$ cat src/rtl/dacld_pkg.sv
package dacld_pkg;
  localparam int BUS_W  = 16;
  localparam int NCH    = 2;
  localparam int RNG_W  = 2;

  // Merge one access into a left-justified holding word.
  // lo_en : low byte from wd[7:0]
  // hi_en : high byte, from wd[15:8] for a word access, else wd[7:0]
  function automatic logic [BUS_W-1:0] merge_access(
      input logic [BUS_W-1:0] cur,
      input logic [BUS_W-1:0] wd,
      input logic             lo_en,
      input logic             hi_en,
      input logic             hi_upper);
    logic [BUS_W-1:0] r;
    r = cur;
    if (lo_en) r[7:0]  = wd[7:0];
    if (hi_en) r[15:8] = hi_upper ? wd[15:8] : wd[7:0];
    return r;
  endfunction

  // Keep only the converter's bits of a left-justified word.
  function automatic logic [BUS_W-1:0] justify_mask(input int bits);
    return {BUS_W{1'b1}} << (BUS_W - bits);
  endfunction
endpackage

$ cat src/rtl/dacld_decode.sv
module dacld_decode
  import dacld_pkg::*;
#(
  parameter int ADDR_W = 4,
  parameter int BASE   = 4
) (
  input  logic              clk,
  input  logic              rst_n,
  input  logic [ADDR_W-1:0] addr,
  input  logic              wr,
  input  logic              rd,
  input  logic              word,
  output logic [NCH-1:0]    lo_en,
  output logic [NCH-1:0]    hi_en,
  output logic [NCH-1:0]    hi_upper,
  output logic              dac_rd
);
  logic [NCH-1:0] in_win;

  for (genvar n = 0; n < NCH; n++) begin : g_ch
    localparam logic [ADDR_W-1:0] LO_A = ADDR_W'(BASE + 2*n);
    localparam logic [ADDR_W-1:0] HI_A = ADDR_W'(BASE + 2*n + 1);
    assign lo_en[n]    = wr && (addr == LO_A);
    assign hi_upper[n] = word && (addr == LO_A);
    assign hi_en[n]    = wr && ((addr == HI_A) || ((addr == LO_A) && word));
    assign in_win[n]   = (addr == LO_A) || (addr == HI_A);
  end

  // Write has priority over read in the same cycle.
  assign dac_rd = rd && !wr && (|in_win);

  AST_ONE_LANE: assert property (@(posedge clk) disable iff (!rst_n)
    $onehot0(lo_en | hi_en)) else $error("two channels strobed");
endmodule

$ cat src/rtl/dacld_chan.sv
module dacld_chan
  import dacld_pkg::*;
#(
  parameter int DATA_BITS = 16
) (
  input  logic                 clk,
  input  logic                 rst_n,
  input  logic                 lo_en,
  input  logic                 hi_en,
  input  logic                 hi_upper,
  input  logic                 own_mode,
  input  logic                 commit_all,
  input  logic [BUS_W-1:0]     wdata,
  output logic [BUS_W-1:0]     hold_lj,
  output logic [DATA_BITS-1:0] out_code
);
  localparam logic [BUS_W-1:0] KEEP = justify_mask(DATA_BITS);

  logic [BUS_W-1:0] hold_next;
  logic             commit_own;

  assign hold_next  = merge_access(hold_lj, wdata, lo_en, hi_en, hi_upper) & KEEP;
  assign commit_own = own_mode && hi_en;

  always_ff @(posedge clk or negedge rst_n) begin
    if (!rst_n) begin
      hold_lj  <= '0;
      out_code <= '0;
    end else begin
      hold_lj <= hold_next;
      if (commit_own || commit_all)
        out_code <= hold_next[BUS_W-1 -: DATA_BITS];
    end
  end

  AST_OWN_XFER: assert property (@(posedge clk) disable iff (!rst_n)
    commit_own |=> out_code == hold_lj[BUS_W-1 -: DATA_BITS]) else $error("own xfer");
  AST_ALL_XFER: assert property (@(posedge clk) disable iff (!rst_n)
    commit_all |=> out_code == hold_lj[BUS_W-1 -: DATA_BITS]) else $error("sim xfer");
  AST_LOW_NIBBLE: assert property (@(posedge clk) disable iff (!rst_n)
    (hold_lj & ~KEEP) == '0) else $error("pad bits set");
endmodule

$ cat src/rtl/dacld_range.sv
module dacld_range
  import dacld_pkg::*;
(
  input  logic                 clk,
  input  logic                 rst_n,
  input  logic                 wr_en,
  input  logic [NCH*RNG_W-1:0] fields,
  output logic [NCH*RNG_W-1:0] codes
);
  localparam logic [RNG_W-1:0] RNG_RESET = 2'd2;

  for (genvar n = 0; n < NCH; n++) begin : g_rng
    always_ff @(posedge clk or negedge rst_n) begin
      if (!rst_n)     codes[n*RNG_W +: RNG_W] <= RNG_RESET;
      else if (wr_en) codes[n*RNG_W +: RNG_W] <= fields[n*RNG_W +: RNG_W];
    end
  end
endmodule

$ cat src/rtl/dual_dac_loader.sv
module dual_dac_loader
  import dacld_pkg::*;
#(
  parameter int ADDR_W     = 4,
  parameter int DATA_BITS  = 16,
  parameter int DAC_BASE   = 4,
  parameter int RANGE_ADDR = 10
) (
  input  logic                 clk,
  input  logic                 rst_n,
  input  logic                 strap_simul,
  input  logic [ADDR_W-1:0]    bus_addr,
  input  logic                 bus_wr,
  input  logic                 bus_rd,
  input  logic                 bus_word,
  input  logic [BUS_W-1:0]     bus_wdata,
  output logic [BUS_W-1:0]     bus_rdata,
  output logic [DATA_BITS-1:0] dac0_code,
  output logic [DATA_BITS-1:0] dac1_code,
  output logic [RNG_W-1:0]     dac0_range,
  output logic [RNG_W-1:0]     dac1_range
);
  localparam logic [ADDR_W-1:0] RNG_A = ADDR_W'(RANGE_ADDR);

  logic [NCH-1:0]       lo_en, hi_en, hi_upper;
  logic                 dac_rd, simul_xfer, rng_wr;
  logic [BUS_W-1:0]     hold_lj [NCH];
  logic [DATA_BITS-1:0] code    [NCH];
  logic [NCH*RNG_W-1:0] rng_codes;

  dacld_decode #(.ADDR_W(ADDR_W), .BASE(DAC_BASE)) u_dec (
    .clk(clk), .rst_n(rst_n), .addr(bus_addr), .wr(bus_wr), .rd(bus_rd),
    .word(bus_word), .lo_en(lo_en), .hi_en(hi_en), .hi_upper(hi_upper),
    .dac_rd(dac_rd)
  );

  assign simul_xfer = strap_simul && dac_rd;
  assign rng_wr     = bus_wr && (bus_addr == RNG_A);

  for (genvar n = 0; n < NCH; n++) begin : g_chan
    dacld_chan #(.DATA_BITS(DATA_BITS)) u_chan (
      .clk(clk), .rst_n(rst_n), .lo_en(lo_en[n]), .hi_en(hi_en[n]),
      .hi_upper(hi_upper[n]), .own_mode(!strap_simul), .commit_all(simul_xfer),
      .wdata(bus_wdata), .hold_lj(hold_lj[n]), .out_code(code[n])
    );
  end

  dacld_range u_rng (
    .clk(clk), .rst_n(rst_n), .wr_en(rng_wr), .fields(bus_wdata[7:4]),
    .codes(rng_codes)
  );

  assign dac0_code  = code[0];
  assign dac1_code  = code[1];
  assign dac0_range = rng_codes[1:0];
  assign dac1_range = rng_codes[3:2];

  always_comb begin
    bus_rdata = '0;
    if (bus_addr == RNG_A) bus_rdata = {8'h00, rng_codes, 4'h0};
    for (int n = 0; n < NCH; n++) begin
      if (bus_addr == ADDR_W'(DAC_BASE + 2*n))     bus_rdata = hold_lj[n];
      if (bus_addr == ADDR_W'(DAC_BASE + 2*n + 1)) bus_rdata = {8'h00, hold_lj[n][15:8]};
    end
  end

  AST_SIM_WR_HOLD: assert property (@(posedge clk) disable iff (!rst_n)
    (strap_simul && bus_wr) |=> ($stable(dac0_code) && $stable(dac1_code)))
    else $error("write moved output in simultaneous mode");
  AST_OWN_RD_HOLD: assert property (@(posedge clk) disable iff (!rst_n)
    (!strap_simul && !bus_wr) |=> ($stable(dac0_code) && $stable(dac1_code)))
    else $error("read moved output in per-channel mode");
  AST_RNG_HOLD: assert property (@(posedge clk) disable iff (!rst_n)
    !(bus_wr && bus_addr == RNG_A) |=> ($stable(dac0_range) && $stable(dac1_range)))
    else $error("range moved without write");
  AST_WR_OVER_RD: assert property (@(posedge clk) disable iff (!rst_n)
    (bus_wr && bus_rd && strap_simul) |=> ($stable(dac0_code) && $stable(dac1_code)))
    else $error("read side of write cycle acted");
endmodule

$ cat config.mk
export PLATFORM = sky130hd
export DESIGN_NAME = dual_dac_loader
export DESIGN_NICKNAME = d
export VERILOG_FILES = /design/src/rtl/dacld_pkg.sv /design/src/rtl/dacld_decode.sv /design/src/rtl/dacld_chan.sv /design/src/rtl/dacld_range.sv /design/src/rtl/dual_dac_loader.sv
export SDC_FILE = /design/constraint.sdc
export NUM_CORES = 1
export LEC_CHECK = 0
export BUFFER_PORTS_ARGS = -buffer_cell sky130_fd_sc_hd__buf_2
export CORE_MARGIN = 3
export CORE_UTILIZATION = 30
export CTS_BUF_LIST = sky130_fd_sc_hd__clkbuf_4
export DETAILED_ROUTE_END_ITERATION = 10
export REMOVE_ABC_BUFFERS = 1
export SYNTH_ARGS = -nofsm -noshare
export SYNTH_HDL_FRONTEND = slang
export SYNTH_SLANG_ARGS = --single-unit
$ cat constraint.sdc
create_clock -name clk -period 1.4 [get_ports clk]
set_clock_uncertainty 0.2 [all_clocks]
set_input_delay 0 -clock clk [delete_from_list [all_inputs] [get_ports clk]]
set_output_delay 0 -clock clk [all_outputs]
set_load 0.03 [all_outputs]
==> metrics.txt <==
status finished, violations left; failing checks setup timing; Max Slew Vio Count 0; core area around 11000 µm²; Post-DP HPWL approximately 7.4 mm; initial DRC count 180; fraction of registers with async set/reset 1.00; Hold/Removal Path Class in -> reg; Placed Area between 4000 and 5000 µm²; PwrDens approximately 1300 nW/µm²; die area 12600 µm²; CTS root buffer clkbuf_4; most frequent cells in the layout dfrtp_1 (66), buf_2 (59), buf_4 (53); mean post-synth cell area roughly 12 µm²; largest net degree at the start of global routing 69; total power ~0.0066 W; Max Fclk about 0.53 GHz; critical-path cell list mux4_2, a32o_2, buf_6; Slew HR 0.743; largest stage delay on the critical path between 0.4 and 0.5 ns; clock slew seen by the registers of the worst setup and hold paths 0.12 ns; Clk Latency, worst-skew pair 0.42 ns; post-DR wirelength/cell 17.8 µm; hold_ws 0.0340 ns; critical path's slowest cell mux4_2; Die Ht 112 µm; grt ovf 0; CTS max path bufs 2; min Tclk post-route between 1.5 and 2 ns; Filler cells just over 1000; synth warn 0; Via density a little under 5; post-route cell area roughly 5000 µm²; Worst Setup End Kind output port; Fin. Hold Viols 0; critical path arrival between 1.5 and 2 ns; CTS buffer count 9; CTS sink cnt approximately 70; sequential element share of the synthesized area 0.504; Post-Route WL roughly 10 mm; RSZ-0062 raised after global routing yes; die span in x 112 µm; most common cell after layout, fill and taps aside dfrtp_1; number of remaining DRC errors 0; actual slew at the worst max-slew pin approximately 0.39 ns; Final Cycle Share 1.34; storage element area approximately 1700 µm²; Buffers & Inverters on Critical Path 1; Antenna Diode Count 0; Synth Flop Type dfrtp_1; post-synthesis cell count 286; layout cells sized above 1 0.548; antenna violations before repair 0; leakage roughly 2.4 nW; crit path launch type flip-flop; post-route setup slack -0.474 ns; Multi-input gate area 1690 µm²; first-pass GRT wire length around 17 mm; synth-to-layout area growth 47.1%; H-Tree Depth 3; EDFF count, synth 0; # setup viols final 23; RePlAce Congestion 0.841; # rows 38; GRT Overall Usage 0.172; CTS tree done; VDD IR max around 480 µV; CP startpoint g_chan[1].u_chan.hold_lj[7]; FF+latch count, synth 68; Vias between 2000 and 3000; Starting Density 0.309; Cell Count Post-Placement about 530; DR pass1 iterations 4; post-synth cell types 36; Nets ~460; IO Port Bufs 77; Hold Startpoint bus_addr[0]; reg2reg start g_chan[0].u_chan.hold_lj[10]; post-synthesis instance area about 3400 µm²; Worst Path Required ~1.2 ns; vias in the first global route 3031; IO Count just under 80; fin cells approximately 580; Crit Path Class reg -> out; max-cap viol count 0; highest fanout seen on the critical path 2; post-route ant nets 0; CP delay by family, top multiplexers
cells in the mapped netlist, types with 3 or more instances:
library cell | number | area [µm²]
dfrtp_1 | 66 | 1650
o21ai_0 | 3 | 15.0
nand2_1 | 11 | 41.3
and2_1 | 5 | 31.3
a21oi_1 | 3 | 15.0
a31oi_1 | 8 | 50.1
a32o_1 | 4 | 40.0
a22o_1 | 8 | 70.1
nor2_1 | 37 | 139
clkbuf_1 | 3 | 11.3
mux4_2 | 5 | 113
buf_4 | 4 | 30.0
o21a_1 | 9 | 67.6
o221a_2 | 6 | 67.6
inv_1 | 8 | 30.0
mux2_2 | 44 | 495
mux2i_1 | 11 | 110
or2_2 | 8 | 50.1
o211ai_1 | 8 | 60.1
buf_2 | 12 | 60.1
report_power, final:
group | internal (W) | switching, W | total [W]
Clock | 0.000397 | 0.000737 | 0.00113
Sequential | 0.00249 | 0.000324 | 0.00281
Combinational | 0.00123 | 0.00143 | 0.00266
Total | 0.00411 | 0.00249 | 0.00660
per-stage QoR:
step	setup TNS [ns]	util	worst slack, ns
after floorplan	-17.46	-	-0.904
after global placement	-9.57	0.389	-0.306
after detailed placement	-11.90	0.389	-0.386
after CTS	-5.10	0.444	-0.501
after global routing	-6.89	0.455	-0.549
final	-5.16	0.455	-0.474
worst paths after layout:
path / depth (start not counted) / slack, ns / end
min: 4 / 0.03 / g_chan[0].u_chan.hold_lj[12]
max: 3 / -0.47 / bus_rdata[7]
max in group asynchronous: 4 / 0.18 / u_rng.codes[3]
max reg2reg: 6 / -0.16 / g_chan[0].u_chan.out_code[10]
min reg2reg: 1 / 0.31 / g_chan[1].u_chan.out_code[9]
min in group asynchronous: 4 / 0.48 / g_chan[1].u_chan.hold_lj[9]
layer usage:
metal  vias to the layer above  share of wire  global-route usage
li1                       1337              -                   -
met1                      1452           0.46               0.241
met2                        91           0.46               0.267
met3                        10          0.063              0.0464
met4                         0          0.010              0.0433
met5                         -              0                   0
layout make-up:
class | instances | share of cell area
flip-flops and latches | 68 | 0.343
multi-input cells | 189 | 0.339
repair buffers | 161 | 0.254
well taps | 140 | 0.0352
clock buffers | 11 | 0.0166
inverters | 8 | 0.00604
clock inverters | 5 | 0.00579
cell families (layout without fill, tap and decap cells):
logic type	after synthesis	in the layout	share of synthesized area
simple gates	76	76	0.108
compound gates	53	53	0.130
mux	60	60	0.212
flops	68	68	0.504
buf+inv	29	185	0.0455
what timing repair did:
| action | in CTS | in global routing |
|---|---|---|
| endpoints found under the setup margin | 26 | 25 |
| pin swaps | 22 | 17 |
| hold buffers | 19 | 0 |
| endpoints found under the hold margin | 136 | 0 |
| gates resized for setup | 67 | 25 |
| setup buffers | 13 | 12 |
tightest hold or removal path, stage by stage:
cell     delay, ns
buf_2         0.18
buf_4         0.13
o221a_1       0.20
buf_4         0.11
registers in the layout (all words and copies together), names as in the netlist:
signal / count
g_chan.u_chan.out_code: 32
g_chan.u_chan.hold_lj: 32
u_rng.codes: 4
Power figures use the tool's default switching activity.
